<file path="src/rtl/hpw_pkg.sv">
package hpw_pkg;

    localparam int ADDR_W      = 32;
    localparam int VSID_W      = 24;
    localparam int HASH_W      = 19;
    localparam int PAGE_IDX_W  = 16;
    localparam int API_W       = 6;
    localparam int BASE_W      = 16;
    localparam int SIZE_W      = 9;
    localparam int RPN_W       = 20;
    localparam int PP_W        = 2;
    localparam int GROUP_SLOTS = 8;
    localparam int ENTRY_BYTES = 8;
    localparam int GROUP_SH    = 6;

    localparam int W0_VALID_BIT = 31;
    localparam int W0_PASS_BIT  = 6;
    localparam int W1_REF_BIT   = 8;
    localparam int W1_CHG_BIT   = 7;

    typedef enum logic [2:0] {
        ST_IDLE     = 3'd0,
        ST_PROBE    = 3'd1,
        ST_LOAD_W1  = 3'd2,
        ST_MARK_REF = 3'd3,
        ST_REPORT   = 3'd4
    } walk_state_t;

    typedef enum logic [1:0] {
        FLT_NONE = 2'd0,
        FLT_MISS = 2'd1,
        FLT_PROT = 2'd2
    } walk_fault_t;

    typedef struct packed {
        logic [RPN_W-1:0] rpn;
        logic             refd;
        logic             chg;
        logic [PP_W-1:0]  pp;
    } pte_lo_t;

endpackage

</file>
<file path="src/rtl/hpw_hash_gen.sv">
module hpw_hash_gen
    import hpw_pkg::*;
(
    input  logic [VSID_W-1:0]     vsid,
    input  logic [PAGE_IDX_W-1:0] page_idx,
    input  logic [BASE_W-1:0]     base,
    input  logic [SIZE_W-1:0]     size_field,
    input  logic                  second_pass,
    output logic [ADDR_W-1:0]     group_addr
);
    localparam int LOW_ONES  = 16 - GROUP_SH;
    localparam int TOP_ZEROS = ADDR_W - SIZE_W - 16;
    localparam int HI_ZEROS  = ADDR_W - HASH_W - GROUP_SH;

    logic [HASH_W-1:0] primary;
    logic [HASH_W-1:0] chosen;
    logic [ADDR_W-1:0] shifted;
    logic [ADDR_W-1:0] size_mask;
    logic [VSID_W-HASH_W-1:0] unused_vsid_hi;

    assign unused_vsid_hi = vsid[VSID_W-1:HASH_W];

    always_comb begin
        primary    = vsid[HASH_W-1:0] ^ {{(HASH_W-PAGE_IDX_W){1'b0}}, page_idx};
        chosen     = second_pass ? ~primary : primary;
        shifted    = {{HI_ZEROS{1'b0}}, chosen, {GROUP_SH{1'b0}}};
        size_mask  = {{TOP_ZEROS{1'b0}}, size_field, {LOW_ONES{1'b1}}, {GROUP_SH{1'b0}}};
        group_addr = {base, {(ADDR_W-BASE_W){1'b0}}} | (shifted & size_mask);
    end
endmodule

</file>
<file path="src/rtl/hpw_pte_match.sv">
module hpw_pte_match
    import hpw_pkg::*;
(
    input  logic [ADDR_W-1:0] word0,
    input  logic [VSID_W-1:0] vsid,
    input  logic [API_W-1:0]  api,
    input  logic              second_pass,
    output logic              match
);
    logic valid_ok;
    logic pass_ok;
    logic vsid_ok;
    logic api_ok;

    always_comb begin
        valid_ok = word0[W0_VALID_BIT];
        pass_ok  = (word0[W0_PASS_BIT] == second_pass);
        vsid_ok  = (word0[W0_VALID_BIT-1:W0_PASS_BIT+1] == vsid);
        api_ok   = (word0[API_W-1:0] == api);
        match    = valid_ok && pass_ok && vsid_ok && api_ok;
    end
endmodule

</file>
<file path="src/rtl/hpw_pte_decode.sv">
module hpw_pte_decode
    import hpw_pkg::*;
(
    input  logic [ADDR_W-1:0] word1,
    output pte_lo_t           fields
);
    logic [ADDR_W-1:0] unused_w1;

    assign unused_w1 = word1;

    always_comb begin
        fields.rpn  = word1[ADDR_W-1:ADDR_W-RPN_W];
        fields.refd = word1[W1_REF_BIT];
        fields.chg  = word1[W1_CHG_BIT];
        fields.pp   = word1[PP_W-1:0];
    end
endmodule

</file>
<file path="src/rtl/hpw_walker.sv">
module hpw_walker
    import hpw_pkg::*;
#(
    parameter int SLOTS     = GROUP_SLOTS,
    parameter int ENT_BYTES = ENTRY_BYTES
) (
    input  logic                  clk,
    input  logic                  rst_n,
    input  logic                  start,
    input  logic [ADDR_W-1:0]     req_ea,
    input  logic                  req_fetch,
    input  logic [VSID_W-1:0]     seg_vsid,
    input  logic                  seg_noexec,
    input  logic [BASE_W-1:0]     tbl_base,
    input  logic [SIZE_W-1:0]     tbl_size,
    output logic                  busy,
    output logic                  done,
    output logic                  hit,
    output logic [1:0]            fault,
    output logic [RPN_W-1:0]      res_rpn,
    output logic [PP_W-1:0]       res_pp,
    output logic                  res_chg,
    output logic [ADDR_W-1:0]     res_pte1_addr,
    output logic                  mem_req,
    output logic                  mem_we,
    output logic [ADDR_W-1:0]     mem_addr,
    output logic [ADDR_W-1:0]     mem_wdata,
    input  logic [ADDR_W-1:0]     mem_rdata,
    input  logic                  mem_ready
);
    localparam int SLOT_W   = $clog2(SLOTS);
    localparam int OFS_SH   = $clog2(ENT_BYTES);
    localparam int W1_OFS   = ENT_BYTES / 2;
    localparam logic [SLOT_W-1:0] LAST_SLOT = SLOT_W'(SLOTS - 1);
    localparam logic [ADDR_W-1:0] REF_MASK  = ADDR_W'(1) << W1_REF_BIT;

    walk_state_t state_q, state_d;

    logic [PAGE_IDX_W-1:0] page_q;
    logic [VSID_W-1:0]     vsid_q;
    logic [BASE_W-1:0]     base_q;
    logic [SIZE_W-1:0]     size_q;
    logic                  pass_q;
    logic [SLOT_W-1:0]     slot_q;
    logic [ADDR_W-1:0]     w1_q;

    logic                  hit_q;
    walk_fault_t           fault_q;
    logic [RPN_W-1:0]      rpn_q;
    logic [PP_W-1:0]       pp_q;
    logic                  chg_q;
    logic [ADDR_W-1:0]     pte1_q;

    logic [ADDR_W-1:0]     group_addr;
    logic [ADDR_W-1:0]     entry_addr;
    logic [ADDR_W-1:0]     w1_addr;
    logic                  slot_match;
    pte_lo_t               w1_fields;
    logic                  refuse_fetch;
    logic                  last_slot;
    logic [11:0]           unused_ea_bits;

    assign unused_ea_bits = {req_ea[ADDR_W-1:28], req_ea[11:4]} ^ {8'h00, req_ea[3:0]};

    // ---------------------------------------------------------------
    // Sub-blocks
    // ---------------------------------------------------------------
    hpw_hash_gen u_hash (
        .vsid        (vsid_q),
        .page_idx    (page_q),
        .base        (base_q),
        .size_field  (size_q),
        .second_pass (pass_q),
        .group_addr  (group_addr)
    );

    hpw_pte_match u_match (
        .word0       (mem_rdata),
        .vsid        (vsid_q),
        .api         (page_q[PAGE_IDX_W-1:PAGE_IDX_W-API_W]),
        .second_pass (pass_q),
        .match       (slot_match)
    );

    hpw_pte_decode u_decode (
        .word1  (mem_rdata),
        .fields (w1_fields)
    );

    always_comb begin
        entry_addr   = group_addr | (ADDR_W'(slot_q) << OFS_SH);
        w1_addr      = entry_addr | ADDR_W'(W1_OFS);
        refuse_fetch = req_fetch && seg_noexec;
        last_slot    = (slot_q == LAST_SLOT);
    end

    // ---------------------------------------------------------------
    // State register
    // ---------------------------------------------------------------
    always_ff @(posedge clk or negedge rst_n) begin
        if (!rst_n) begin
            state_q <= ST_IDLE;
        end else begin
            state_q <= state_d;
        end
    end

    // ---------------------------------------------------------------
    // Transitions
    // ---------------------------------------------------------------
    always_comb begin
        state_d = state_q;
        unique case (state_q)
            ST_IDLE: begin
                if (start) begin
                    state_d = refuse_fetch ? ST_REPORT : ST_PROBE;
                end
            end
            ST_PROBE: begin
                if (mem_ready) begin
                    if (slot_match) begin
                        state_d = ST_LOAD_W1;
                    end else if (last_slot && pass_q) begin
                        state_d = ST_REPORT;
                    end
                end
            end
            ST_LOAD_W1: begin
                if (mem_ready) begin
                    state_d = w1_fields.refd ? ST_REPORT : ST_MARK_REF;
                end
            end
            ST_MARK_REF: begin
                if (mem_ready) begin
                    state_d = ST_REPORT;
                end
            end
            ST_REPORT: begin
                state_d = ST_IDLE;
            end
            default: state_d = ST_IDLE;
        endcase
    end

    // ---------------------------------------------------------------
    // Walk context and result record
    // ---------------------------------------------------------------
    always_ff @(posedge clk or negedge rst_n) begin
        if (!rst_n) begin
            page_q  <= '0;
            vsid_q  <= '0;
            base_q  <= '0;
            size_q  <= '0;
            pass_q  <= 1'b0;
            slot_q  <= '0;
            w1_q    <= '0;
            hit_q   <= 1'b0;
            fault_q <= FLT_NONE;
            rpn_q   <= '0;
            pp_q    <= '0;
            chg_q   <= 1'b0;
            pte1_q  <= '0;
        end else begin
            unique case (state_q)
                ST_IDLE: begin
                    if (start) begin
                        page_q <= req_ea[27:12];
                        vsid_q <= seg_vsid;
                        base_q <= tbl_base;
                        size_q <= tbl_size;
                        pass_q <= 1'b0;
                        slot_q <= '0;
                        if (refuse_fetch) begin
                            hit_q   <= 1'b0;
                            fault_q <= FLT_PROT;
                            rpn_q   <= '0;
                            pp_q    <= '0;
                            chg_q   <= 1'b0;
                            pte1_q  <= '0;
                        end
                    end
                end
                ST_PROBE: begin
                    if (mem_ready && !slot_match) begin
                        if (last_slot) begin
                            if (pass_q) begin
                                hit_q   <= 1'b0;
                                fault_q <= FLT_MISS;
                                rpn_q   <= '0;
                                pp_q    <= '0;
                                chg_q   <= 1'b0;
                                pte1_q  <= '0;
                            end else begin
                                pass_q <= 1'b1;
                                slot_q <= '0;
                            end
                        end else begin
                            slot_q <= slot_q + 1'b1;
                        end
                    end
                end
                ST_LOAD_W1: begin
                    if (mem_ready) begin
                        w1_q    <= mem_rdata;
                        hit_q   <= 1'b1;
                        fault_q <= FLT_NONE;
                        rpn_q   <= w1_fields.rpn;
                        pp_q    <= w1_fields.pp;
                        chg_q   <= w1_fields.chg;
                        pte1_q  <= w1_addr;
                    end
                end
                ST_MARK_REF: begin
                end
                ST_REPORT: begin
                end
                default: begin
                end
            endcase
        end
    end

    // ---------------------------------------------------------------
    // Outputs
    // ---------------------------------------------------------------
    always_comb begin
        busy      = 1'b0;
        done      = 1'b0;
        mem_req   = 1'b0;
        mem_we    = 1'b0;
        mem_addr  = '0;
        mem_wdata = '0;
        unique case (state_q)
            ST_IDLE: begin
            end
            ST_PROBE: begin
                busy     = 1'b1;
                mem_req  = 1'b1;
                mem_addr = entry_addr;
            end
            ST_LOAD_W1: begin
                busy     = 1'b1;
                mem_req  = 1'b1;
                mem_addr = w1_addr;
            end
            ST_MARK_REF: begin
                busy      = 1'b1;
                mem_req   = 1'b1;
                mem_we    = 1'b1;
                mem_addr  = w1_addr;
                mem_wdata = w1_q | REF_MASK;
            end
            ST_REPORT: begin
                done = 1'b1;
            end
            default: begin
            end
        endcase
    end

    assign hit           = hit_q;
    assign fault         = fault_q;
    assign res_rpn       = rpn_q;
    assign res_pp        = pp_q;
    assign res_chg       = chg_q;
    assign res_pte1_addr = pte1_q;

endmodule

</file>
<file path="config.mk">
export PLATFORM = sky130hd
export DESIGN_NAME = hpw_walker
export DESIGN_NICKNAME = d
export VERILOG_FILES = /design/src/rtl/hpw_pkg.sv /design/src/rtl/hpw_hash_gen.sv /design/src/rtl/hpw_pte_match.sv /design/src/rtl/hpw_pte_decode.sv /design/src/rtl/hpw_walker.sv
export SDC_FILE = /design/constraint.sdc
export NUM_CORES = 1
export LEC_CHECK = 0
export ABC_AREA = 1
export BUFFER_PORTS_ARGS = -buffer_cell sky130_fd_sc_hd__buf_2
export CORE_MARGIN = 2
export CORE_UTILIZATION = 40
export CTS_BUF_LIST = sky130_fd_sc_hd__clkbuf_8
export CTS_CLUSTER_DIAMETER = 40
export DETAILED_ROUTE_END_ITERATION = 8
export HOLD_SLACK_MARGIN = 0.12
export PLACE_DENSITY = 0.62
export SYNTH_ARGS = -nofsm -noshare
export SYNTH_HDL_FRONTEND = slang
export SYNTH_SLANG_ARGS = --single-unit
</file>
<file path="constraint.sdc">
create_clock -name clk -period 4.7 [get_ports clk]
set_input_delay 0.235 -clock clk [delete_from_list [all_inputs] [get_ports clk]]
set_output_delay 0.235 -clock clk [all_outputs]
set_load 0.05 [all_outputs]
</file>
# After elaboration in Yosys (flattened, before gate mapping)
# Cells that the tools add are included.
# W data, S select, Z words.
[totals]
ff_bits = 162
inputBits = 119
out_inout_bits = 126
word_cells = 117
[classes]
add_sub_neg = 1
n_eq_ne = 18
mux = 61
bitwise = 5
reduce_logical = 18
[ops]
columns = ["operator", "n"]
rows = [
  ["$mux W32", 7],
  ["$mux W20", 6],
  ["$pmux W32 S3", 1],
  ["$pmux W32 S2", 1],
  ["$pmux W20 S3", 1],
  ["$mux W3", 12],
  ["$or A32 B32 Y32", 1],
  ["$or A32 B6 Y32", 1],
  ["$and A25 B25 Y25", 1],
  ["$eq A24 B24 Y1", 1],
  ["$mux W2", 12],
  ["$mux W19", 1],
  ["$not A19 Y19", 1],
  ["$xor A19 B16 Y19", 1],
  ["$ne A2 B2 Y1 const B", 8],
  ["$mux W1", 13],
  ["$pmux W2 S3", 2],
  ["$pmux W3 S4", 1],
  ["$reduce_and A4 Y1", 2],
  ["$reduce_and A7 Y1", 1],
  ["$eq A3 B2 Y1 const B", 2],
  ["$eq A3 B3 Y1 const B", 2],
  ["$eq A6 B6 Y1", 1],
  ["$logic_and A1 B1 Y1", 6],
  ["15 further kinds", 18],
]

# Logic depth before layout (Yosys ltp)
# Gate-level depths: netlist of run 1.
[logic_depth]
word_depth = 8
depth_mapped = 16
ltp_nobuf = 14

# Hierarchy
# Synthesis of run 1 repeated with hierarchy kept, for this count alone.
[unflattened]
hier_cells = 1083
area_unflattened_um2 = 8572.0
[modules_own_cells]
columns = ["module", "n_inst", "cells_per_inst", "area_each_um2", "seq_area_each_um2"]
rows = [
  ["hpw_walker", 1, 785, 7153.1, 4003.8],
  ["hpw_pte_match", 1, 168, 639.4, 0.0],
  ["hpw_hash_gen", 1, 106, 599.3, 0.0],
  ["hpw_pte_decode", 1, 24, 180.2, 0.0],
]

# Worst setup path after synthesis of run 1
# Ideal clock, no wire load.
[synth_path]
path_type = "flip-flop to output port"
startpoint = "reg state_q[2]"
endpoint = "out mem_wdata[0]"
t_arrival_ps = 2377
t_required_ps = 4465
setup_slack_ps = 2088
path_stages_with_launch = 7
n_path_buf = 1
cell_sequence = "dfrtp_1 > inv_1 > nand2_1 > nor2_1 > inv_1 > clkbuf_1 > nor2_1"
[synth_between]
elab_chain_len = 2
[synth_lines]
columns = ["element", "line_no", "text"]
rows = [
  ["from (decl)", "hpw_walker.sv:37", "walk_state_t state_q, state_d;"],
  ["from (signal assigned)", "hpw_walker.sv:104", "state_q <= state_d;"],
  ["$eq A3 B2 Y1", "hpw_walker.sv:233", "unique case (state_q)"],
  ["$mux W32", "hpw_walker.sv:233", ""],
  ["to (decl)", "hpw_walker.sv:27", "output logic [ADDR_W-1:0] mem_wdata,"],
]
# Every way passes these cells.

# Final worst setup path of run 1
[layout_path]
startpoint = "reg state_q[2]"
endpoint = "out mem_wdata[21]"
# Same word-level chain as after synthesis.

==> results.sh, run 1 <==
export IMPL_path_depth=6
export IMPL_ys_warn_count=0
export IMPL_combPwrFrac_pct=43.7
export IMPL_hpwl_um=15100
export IMPL_io_pins=245
export IMPL_first_pass_iters=4
export IMPL_die_h_um=141
export IMPL_grtUsageMet3_pct=4.12
export IMPL_grt_usage_pct=21.6
export IMPL_synth_top_area_share_pct=52.3
export IMPL_grt_pass1_wl_um=33700
export IMPL_antenna_found_initial=0
export IMPL_antenna_cells=0
export IMPL_finalCritPeriodShare_pct=58.4
export IMPL_die_w_um=141
export IMPL_yosysMostFrequentCell="nand2_1"
export IMPL_hold_viol_final=0
export IMPL_rows=50
export IMPL_worstReg2RegEnd="res_rpn[19]"
export IMPL_drtAntennaViolNets=0
export IMPL_drc_errors=0
export IMPL_setup_violations=0
export IMPL_wl_per_cell_um=14.3
export IMPL_initial_core_util_pct=40.5
export IMPL_outcome="finished, final reports clean"
export IMPL_intPower_mw=3.01
export IMPL_fin_cells=1489
export IMPL_grt_pass1_vias=6837
export IMPL_dieArea_mm2=0.0200
export IMPL_arrival_ns=2.51
export IMPL_post_cts_setup_buffers=0
export IMPL_crit_path_start="state_q[2]"
export IMPL_slew_viol_final=0
export IMPL_numCtsBuffers=17
export IMPL_dpl_cell_area_mm2=0.00881
export IMPL_clk_path_buf_depth=2
export IMPL_htreeDepth=4
export IMPL_r2r_start="vsid_q[20]"
export IMPL_finalWorstSetupSlack_ns=1.96
export IMPL_met2_usage_pct=37.6
export IMPL_synth_area_leaders="dfrtp_1 (52%), nand2_1 (13%), nor2_1 (6.1%)"
export IMPL_seq_power_share_pct=35.7
export IMPL_r2r_cells=12
export IMPL_syn2layout_area_growth_pct=35.2
export IMPL_clock_sinks=158
export IMPL_criticalPathCategory="flip-flop to primary output"
export IMPL_worst_pin_slew_ns=1.04
export IMPL_routed_wl_um=21300
export IMPL_power_leakage_nw=5.79
export IMPL_netlist_area_mm2=0.00755
export IMPL_postSynthAreaPerCell_um2=8.09
export IMPL_endpoint_kind="primary output"
export IMPL_fin_area_mm2=0.0102
export IMPL_r2r_setup_slack_ns=2.05
export IMPL_clock_power_share_pct=20.6
export IMPL_sw_frac_of_total_pct=43.8
export IMPL_cp_start_kind="flip-flop"
export IMPL_cp_cell_sequence="inv_1, nand2_1, nor2_1, inv_1, nor2_1, buf_2"
export IMPL_grt_max_degree=74
export IMPL_layout_nets=1363
export IMPL_cp_max_fo=31
export IMPL_gp_congestion=0.865
export IMPL_core_area_mm2=0.0186
export IMPL_ys_ff_latch=158
export IMPL_ys_dominant_reg_cell="dfrtp_1"
export IMPL_clock_latency_ns=0.46
export IMPL_synth_top_area_cell="dfrtp_1"
export IMPL_finalCriticalPeriod_ns=2.74
export IMPL_powerDensity_mw_per_mm2=525
export IMPL_yosys_top_cells_count="nand2_1 (267), dfrtp_1 (158), nor2_1 (123)"
export IMPL_cts_root_buffer="clkbuf_8"
export IMPL_rsz0062_at_grt="false"
export IMPL_dr_first_iter_drc_count=313
export IMPL_skew_ns=0.0178
export IMPL_worstSetupEndpoint="mem_wdata[21]"
export IMPL_timing_fmax_ghz=0.364
export IMPL_tns_ns=0
export IMPL_synth_edf_count=0
export IMPL_power_switching_mw=2.35
export IMPL_async_flop_share_pct=100
export IMPL_cts_tree="built"
export IMPL_fill_cells=1755
export IMPL_max_slew_margin_pct=30.3
export IMPL_drive_gt1_share_pct=25.2
export IMPL_ctsHoldBuffers=97
export IMPL_postCtsResizedCells=0
export IMPL_synth_distinct_cells=27
export IMPL_hp_class="input port to flip-flop"
export IMPL_via_count=6891
export IMPL_netlist_instances=934
export IMPL_pre_cts_ws_ns=2.03
export IMPL_cp_buffers_inverters=3
export IMPL_critical_path_top_delay_family="buffers and inverters"
export IMPL_crit_required_ns=4.47
export IMPL_drv_cap=0
export IMPL_synth_seq_area_share_pct=52.3
export IMPL_clk_pin_slew_ns=0.08
export IMPL_grt_busiest_layer="met2"
export IMPL_cp_slowest_stage_delay_ns=0.53
export IMPL_globalRouteOverflowTotal=0
export IMPL_portBuffers=224
export IMPL_worst_path_max_delay_cell="inv_1"
export IMPL_grt_util_met1_pct=27.1
export IMPL_dp_cells=1360
export IMPL_vdd_ir_drop_worst_v=0.000342
export IMPL_viasPerCell=4.63
-- cell usage in the layout, fill, tap and decap left out, types with 14 or more instances in the layout --
master,count
o21ai_0,56
clkbuf_8,17
xor2_1,16
nand2_1,265
inv_2,14
o21ai_1,15
dlygate4sd3_1,97
xnor2_1,15
inv_1,120
nor2_1,123
mux2_2,29
dfrtp_1,158
buf_2,223
a21oi_1,41
-- layer usage --
metal / share of wire, % / wire length (µm)
met1: 44 / 9400
met2: 49 / 10400
met3: 5.1 / 1080
met4: 2.0 / 416
met5: 0 / 0
-- sequential cells by signal, summed over array words and instances, names as in the netlist --
name           flops
state_q            3
res_rpn           20
fault              2
res_pp             2
pass_q             1
base_q            16
w1_q              31
vsid_q            24
page_q            16
res_chg            1
slot_q             3
size_q             9
res_pte1_addr     30
-- power by group through the flow --
stage / logic [mW] / clock network (mW) / registers, mW
finish: 2.34 / 1.11 / 1.91
detailed placement: 2.28 / 0 / 1.95
CTS: 2.35 / 1.13 / 1.92
floorplan: 1.79 / 0 / 1.89
global route: 2.58 / 1.19 / 1.96
global placement: 2.26 / 0 / 1.93
-- worst min path at each step --
stage	start	endpoint	slack (ns)	cells after the start
floorplan	rst_n	base_q[0]	-0.06	0
global placement	rst_n	res_rpn[15]	0.28	1
detailed placement	rst_n	w1_q[27]	0.28	1
CTS	mem_ready	state_q[1]	0.17	4
global route	mem_ready	state_q[1]	0.22	4
finish	mem_ready	state_q[1]	0.21	4
-- layout make-up --
cell class | count | area, µm² | share of cell area, %
timing repair buffer | 328 | 2150 | 21.1
multi-input combinational | 604 | 2890 | 28.3
tap | 234 | 293 | 2.87
clock inverter | 15 | 196 | 1.92
sequential | 158 | 3950 | 38.7
clock buffer | 17 | 234 | 2.29
inverter | 133 | 499 | 4.89
-- worst register-to-register path: stages (launching register included) --
cell and delay (ns):
dfrtp_1 0.39, xnor2_1 0.37, nand2_1 0.09, nor2_1 0.10, nand2_1 0.06, nor2_1 0.09, nand2_1 0.14, nand2_1 0.09
nand2_1 0.08, nand2_2 0.58, buf_4 0.42, nand2_1 0.11, nand2_1 0.07
-- stage by stage --
stage	utilization, %	power (mW)	hold slack [ns]
floorplan	-	3.68	-0.0606
global placement	47.3	4.19	0.284
detailed placement	47.3	4.22	0.276
CTS	54.8	5.40	0.168
global route	54.8	5.73	0.217
finish	54.8	5.36	0.214
-- cell families (layout without fill, tap and decap cells) --
group                    after synthesis  count (layout)  share of synthesized area (%)
multiplexers                          29              29                           4.32
adder cells (fa/ha/maj)                2               2                          0.331
buffers and inverters                175             493                           9.77
AO/OA/AOI/OAI                        120             120                           8.12
AND/OR/NAND/NOR                      418             418                           21.5
XOR/XNOR                              31              31                           3.59
other                                  1               4                         0.0496
flip-flops                           158             158                           52.3
Power figures use the tool's default switching activity.
==> run 2: changes to the inputs <==
==> constraint.sdc (replaced) <==
create_clock -name clk -period 2.85 [get_ports clk]
set_input_delay 0.1425 -clock clk [delete_from_list [all_inputs] [get_ports clk]]
set_output_delay 0.1425 -clock clk [all_outputs]
set_load 0.05 [all_outputs]
==> run 2 against run 1 <==
Effect of this change:
- wire length rose by 2.5%
- final cell count rose by 0.40%
- die area did not move
- critical path depth did not move
- cell area rose by 1.1%
- sequential share of layout area fell by 0.43 points
- via count rose by 1.1%
- first-iteration DRC count rose by 26%
- total power rose by 66%
- largest cell class unchanged
==> results.sh, run 2 (synthesis results as in run 1) <==
export IMPL_clock_sinks=158
export IMPL_cp_cell_sequence="inv_1, nand2_1, nor2_2, clkinvlp_4, nor2_1, buf_2"
export IMPL_cp_start_kind="flip-flop"
export IMPL_timing_fmax_ghz=0.380
export IMPL_min_from="seg_noexec"
export IMPL_fill_cells=1759
export IMPL_gp_congestion=0.897
export IMPL_worstReg2RegEnd="res_pte1_addr[17]"
export IMPL_worst_path_max_delay_cell="clkinvlp_4"
export IMPL_outcome="finished, final reports clean"
export IMPL_slew_viol_final=0
export IMPL_utilization_pct=55.4
export IMPL_antenna_found_initial=0
export IMPL_crit_required_ns=2.71
export IMPL_cp_slowest_stage_delay_ns=0.49
export IMPL_htreeDepth=4
export IMPL_worst_pin_slew_ns=1.01
export IMPL_drive_gt1_share_pct=25.2
export IMPL_antenna_cells=0
export IMPL_dp_cells=1361
export IMPL_seq_area_mm2=0.00395
export IMPL_endpoint_kind="primary output"
export IMPL_multiInputGateArea_mm2=0.00289
export IMPL_met3_length_um=1210
export IMPL_largest_reg_flops=31
export IMPL_rows=50
export IMPL_hpwl_um=15300
export IMPL_grt_usage_pct=22.1
export IMPL_r2r_setup_slack_ns=0.65
export IMPL_skew_ns=0.0139
export IMPL_post_cts_setup_buffers=0
export IMPL_arrival_ns=2.49
export IMPL_die_h_um=141
export IMPL_intPower_mw=5.07
export IMPL_hp_class="input port to flip-flop"
export IMPL_clk_pin_slew_ns=0.07
export IMPL_die_w_um=141
export IMPL_wl_met2_um=10600
export IMPL_r2r_cells=12
export IMPL_cts_tree="built"
export IMPL_dieArea_mm2=0.0200
export IMPL_finalPower_mw=8.91
export IMPL_io_pins=245
export IMPL_power_leakage_nw=5.84
export IMPL_fin_hold_ws_ns=0.164
export IMPL_via_count=6968
export IMPL_final_cell_mix="nand2_1 (265), buf_2 (223), dfrtp_1 (158), nor2_1 (122), inv_1 (121)"
export IMPL_regMostFlops="w1_q"
export IMPL_finalCritPeriodShare_pct=92.2
export IMPL_viasPerCell=4.66
export IMPL_grt_max_degree=82
export IMPL_setup_violations=0
export IMPL_highest_layer="met4"
export IMPL_combPwrFrac_pct=44.1
export IMPL_initial_core_util_pct=40.5
export IMPL_wl_per_cell_um=14.6
export IMPL_routed_wl_um=21800
export IMPL_drtAntennaViolNets=0
export IMPL_first_pass_iters=5
export IMPL_portBuffers=224
export IMPL_r2r_start="page_q[13]"
export IMPL_core_area_mm2=0.0186
export IMPL_drv_cap=0
export IMPL_finalCriticalPeriod_ns=2.63
export IMPL_mostFrequentLayoutCell="nand2_1"
export IMPL_cp_max_fo=16
export IMPL_grt_pass1_vias=6739
export IMPL_clk_path_buf_depth=2
export IMPL_grt_pass1_wl_um=34500
export IMPL_drc_errors=0
export IMPL_hold_viol_final=0
export IMPL_syn2layout_area_growth_pct=36.8
export IMPL_numCtsBuffers=17
export IMPL_powerDensity_mw_per_mm2=863
export IMPL_globalRouteOverflowTotal=0
export IMPL_seq_power_share_pct=35.4
export IMPL_wl_met1_um=9660
export IMPL_tns_ns=0
export IMPL_rsz0062_at_grt="false"
export IMPL_dr_first_iter_drc_count=395
export IMPL_clock_latency_ns=0.45
export IMPL_criticalPathCategory="flip-flop to primary output"
export IMPL_vdd_ir_drop_worst_v=0.000767
export IMPL_clock_power_share_pct=20.5
export IMPL_cts_root_buffer="clkbuf_8"
export IMPL_layout_nets=1369
export IMPL_worst_hold_path_endpoint="state_q[0]"
export IMPL_sw_frac_of_total_pct=43.1
export IMPL_fin_cells=1495
export IMPL_hold_path_depth=6
export IMPL_max_slew_margin_pct=32.4
export IMPL_power_switching_mw=3.84
## run 2: metrics by stage
step	cell area (µm²)	setup WS, ns
after floorplan	7570	0.330
after global routing	10300	0.0296
after detailed placement	8870	0.665
final	10300	0.221
after global placement	8870	0.642
after CTS	10300	0.170
## run 2: critical path: cells and delay by family (launching register included)
family	cells	cell delay (ns)
DFF	1	0.40
buffers and inverters	3	0.89
and+or+nand+nor	3	0.75
## run 2: what timing repair did
item / 4_1_cts / 5_1_grt
hold buffers: 101 / 0
resized for setup: 0 / 3
hold endpoints to repair: 196 / 0
setup endpoints to repair: 0 / 5
## run 2: how the worst max path moves through the flow
stage | endpoint | slack [ns] | from
after floorplan | mem_wdata[0] | 0.33 | state_q[2]
after global placement | mem_wdata[4] | 0.64 | state_q[2]
after detailed placement | mem_wdata[10] | 0.66 | state_q[2]
after CTS | mem_wdata[10] | 0.17 | state_q[2]
after global routing | mem_wdata[7] | 0.03 | state_q[2]
final | mem_wdata[25] | 0.22 | state_q[2]
## run 2: routing by layer
metal | GRT usage (%) | up-vias
li1 | - | 3475
met1 | 28.8 | 3256
met2 | 37.6 | 214
met3 | 4.29 | 23
met4 | 6.42 | 0
met5 | 0 | -
## run 2: final cells by class
cell class | instances | share of cell area [%]
flip-flops and latches | 158 | 38.3
multi-input cells | 604 | 28.0
well taps | 234 | 2.83
inverters | 133 | 4.87
repair inverters | 1 | 0.0727
clock inverters | 13 | 1.67
repair buffers | 333 | 21.8
clock buffers | 19 | 2.53
## run 2: power groups by stage
stage	Combinational, mW	Clock, mW	Sequential (mW)
4_1_cts	3.95	1.88	3.17
2_1_floorplan	2.95	0	3.12
3_5_place_dp	3.82	0	3.21
5_1_grt	4.33	1.97	3.23
3_3_place_gp	3.79	0	3.19
6_report	3.93	1.83	3.16
==> run 3: changes to the inputs <==
--- a/config.mk
+++ b/config.mk
@@ -14,6 +14,7 @@
 export DETAILED_ROUTE_END_ITERATION = 8
 export HOLD_SLACK_MARGIN = 0.12
 export PLACE_DENSITY = 0.62
+export REMOVE_ABC_BUFFERS = 1
 export SYNTH_ARGS = -nofsm -noshare
 export SYNTH_HDL_FRONTEND = slang
 export SYNTH_SLANG_ARGS = --single-unit
==> run 3 against run 2 <==
Effect of this change:
- maximum frequency is 3.9% higher
- critical path depth is 1 higher
- setup slack better by 0.099 ns
- sequential power hardly changed
- cell area is 0.12% higher
- sequential share of layout area hardly changed
- via count is 1.2% lower
- final cell count hardly changed
- worst hold slack worse by 0.010 ns
- die area stayed put
- critical endpoint is now mem_wdata[13]
==> results.sh, run 3 (synthesis results as in run 1) <==
export IMPL_finalCriticalPeriod_ns=2.53
export IMPL_cp_start_kind="flip-flop"
export IMPL_drc_errors=0
export IMPL_htreeDepth=4
export IMPL_via_count=6882
export IMPL_core_area_mm2=0.0186
export IMPL_initial_core_util_pct=40.5
export IMPL_gp_congestion=0.852
export IMPL_die_w_um=141
export IMPL_r2r_start="state_q[1]"
export IMPL_antenna_cells=0
export IMPL_first_pass_iters=4
export IMPL_dr_first_iter_drc_count=277
export IMPL_fin_cells=1496
export IMPL_routed_wl_um=21500
export IMPL_wl_per_cell_um=14.4
export IMPL_fill_cells=1805
export IMPL_cts_tree="built"
export IMPL_numCtsBuffers=17
export IMPL_power_leakage_nw=5.86
export IMPL_mostFrequentLayoutCell="nand2_1"
export IMPL_grt_pass1_vias=6938
export IMPL_slew_viol_final=0
export IMPL_timing_fmax_ghz=0.395
export IMPL_crit_required_ns=2.71
export IMPL_cp_max_fo=16
export IMPL_max_slew_margin_pct=23.0
export IMPL_cp_buffers_inverters=4
export IMPL_cp_cell_sequence="inv_1, nand2_1, nor2_1, inv_1, buf_4, nor2_1, buf_2"
export IMPL_clock_sinks=158
export IMPL_grt_max_degree=63
export IMPL_io_pins=245
export IMPL_die_h_um=141
export IMPL_clk_path_buf_depth=2
export IMPL_rsz0062_at_grt="false"
export IMPL_final_cell_mix="nand2_1 (265), buf_2 (223), dfrtp_1 (158), nor2_1 (123), inv_1 (121)"
export IMPL_critical_path_top_delay_family="buffers and inverters"
export IMPL_r2r_setup_slack_ns=0.48
export IMPL_syn2layout_area_growth_pct=36.9
export IMPL_worstReg2RegEnd="state_q[2]"
export IMPL_rows=50
export IMPL_skew_ns=0.0149
export IMPL_drive_gt1_share_pct=25.1
export IMPL_powerDensity_mw_per_mm2=868
export IMPL_drtAntennaViolNets=0
export IMPL_hp_class="input port to asynchronous set/reset pin"
export IMPL_worst_pin_slew_ns=1.15
export IMPL_arrival_ns=2.39
export IMPL_clk_pin_slew_ns=0.09
export IMPL_portBuffers=224
export IMPL_fin_area_mm2=0.0103
export IMPL_layout_nets=1370
export IMPL_dpl_cell_area_mm2=0.00887
export IMPL_drv_cap=0
export IMPL_hold_viol_final=0
export IMPL_clock_latency_ns=0.45
export IMPL_hpwl_um=14800
export IMPL_r2r_cells=9
export IMPL_largest_reg_flops=31
export IMPL_dieArea_mm2=0.0200
export IMPL_dp_cells=1362
export IMPL_cts_root_buffer="clkbuf_8"
export IMPL_cp_slowest_stage_delay_ns=0.41
export IMPL_viasPerCell=4.60
export IMPL_finalCritPeriodShare_pct=88.8
export IMPL_endpoint_kind="primary output"
export IMPL_globalRouteOverflowTotal=0
export IMPL_regMostFlops="w1_q"
export IMPL_setup_violations=0
export IMPL_fin_hold_ws_ns=0.154
export IMPL_postCtsResizedCells=0
export IMPL_antenna_found_initial=0
export IMPL_grt_usage_pct=22.2
export IMPL_criticalPathCategory="flip-flop to primary output"
export IMPL_vdd_ir_drop_worst_v=0.000485
export IMPL_outcome="finished, final reports clean"
export IMPL_finalPower_mw=8.97
export IMPL_grt_pass1_wl_um=34800
export IMPL_worst_path_max_delay_cell="dfrtp_1"
==> run 3: how the worst max path moves through the flow <==
stage / start / endpoint / slack [ns] / cells past startpoint
finish: state_q[2] / mem_wdata[13] / 0.32 / 7
global route: state_q[2] / mem_wdata[13] / 0.03 / 7
CTS: state_q[2] / mem_wdata[13] / 0.26 / 7
detailed placement: vsid_q[18] / res_pte1_addr[16] / 0.73 / 12
global placement: state_q[2] / mem_wdata[3] / 0.77 / 7
floorplan: state_q[2] / mem_wdata[0] / -0.83 / 5
==> run 3: metal layers <==
layer	track usage [%]	routed length (µm)	vias up	share of wire [%]
met4	6.11	325	0	1.5
met2	37.0	10200	189	47
met1	29.6	10000	3197	47
li1	-	-	3470	-
met3	4.76	987	26	4.6
met5	0	0	-	0
==> run 3: power breakdown <==
part	switching [mW]	total (mW)	internal, mW
combinational	2.62	3.92	1.30
clock	0.878	1.92	1.04
sequential	0.369	3.13	2.76
==> run 3: worst reg2reg max path, delay by kind of cell (launching register included) <==
| family | cells | cell delay (ns) |
|---|---|---|
| buffers and inverters | 4 | 1.28 |
| DFF | 1 | 0.40 |
| and+or+nand+nor | 3 | 0.38 |
| AOI/OAI and AO/OA | 2 | 0.24 |
==> run 3: final cells by class <==
class | instances | area, µm² | share of cell area, %
clock buffer | 17 | 234 | 2.26
clock inverter | 15 | 221 | 2.14
inverter | 133 | 499 | 4.83
multi-input combinational | 604 | 2890 | 27.9
sequential | 158 | 3950 | 38.2
tap | 234 | 293 | 2.83
timing repair buffer | 335 | 2250 | 21.8
==> run 3: metrics by stage <==
step	TNS [ns]	worst slack, ns	utilization (%)
after detailed placement	0	0.727	47.6
after global placement	0	0.770	47.6
after global routing	0	0.0323	55.5
after CTS	0	0.258	55.5
after floorplan	-26.55	-0.828	-
final	0	0.320	55.5
==> run 3: what timing repair did <==
action,4_1_cts,5_1_grt
hold buffers,102,0
setup endpoints to repair,0,0
hold endpoints to repair,266,0
setup buffers,0,0
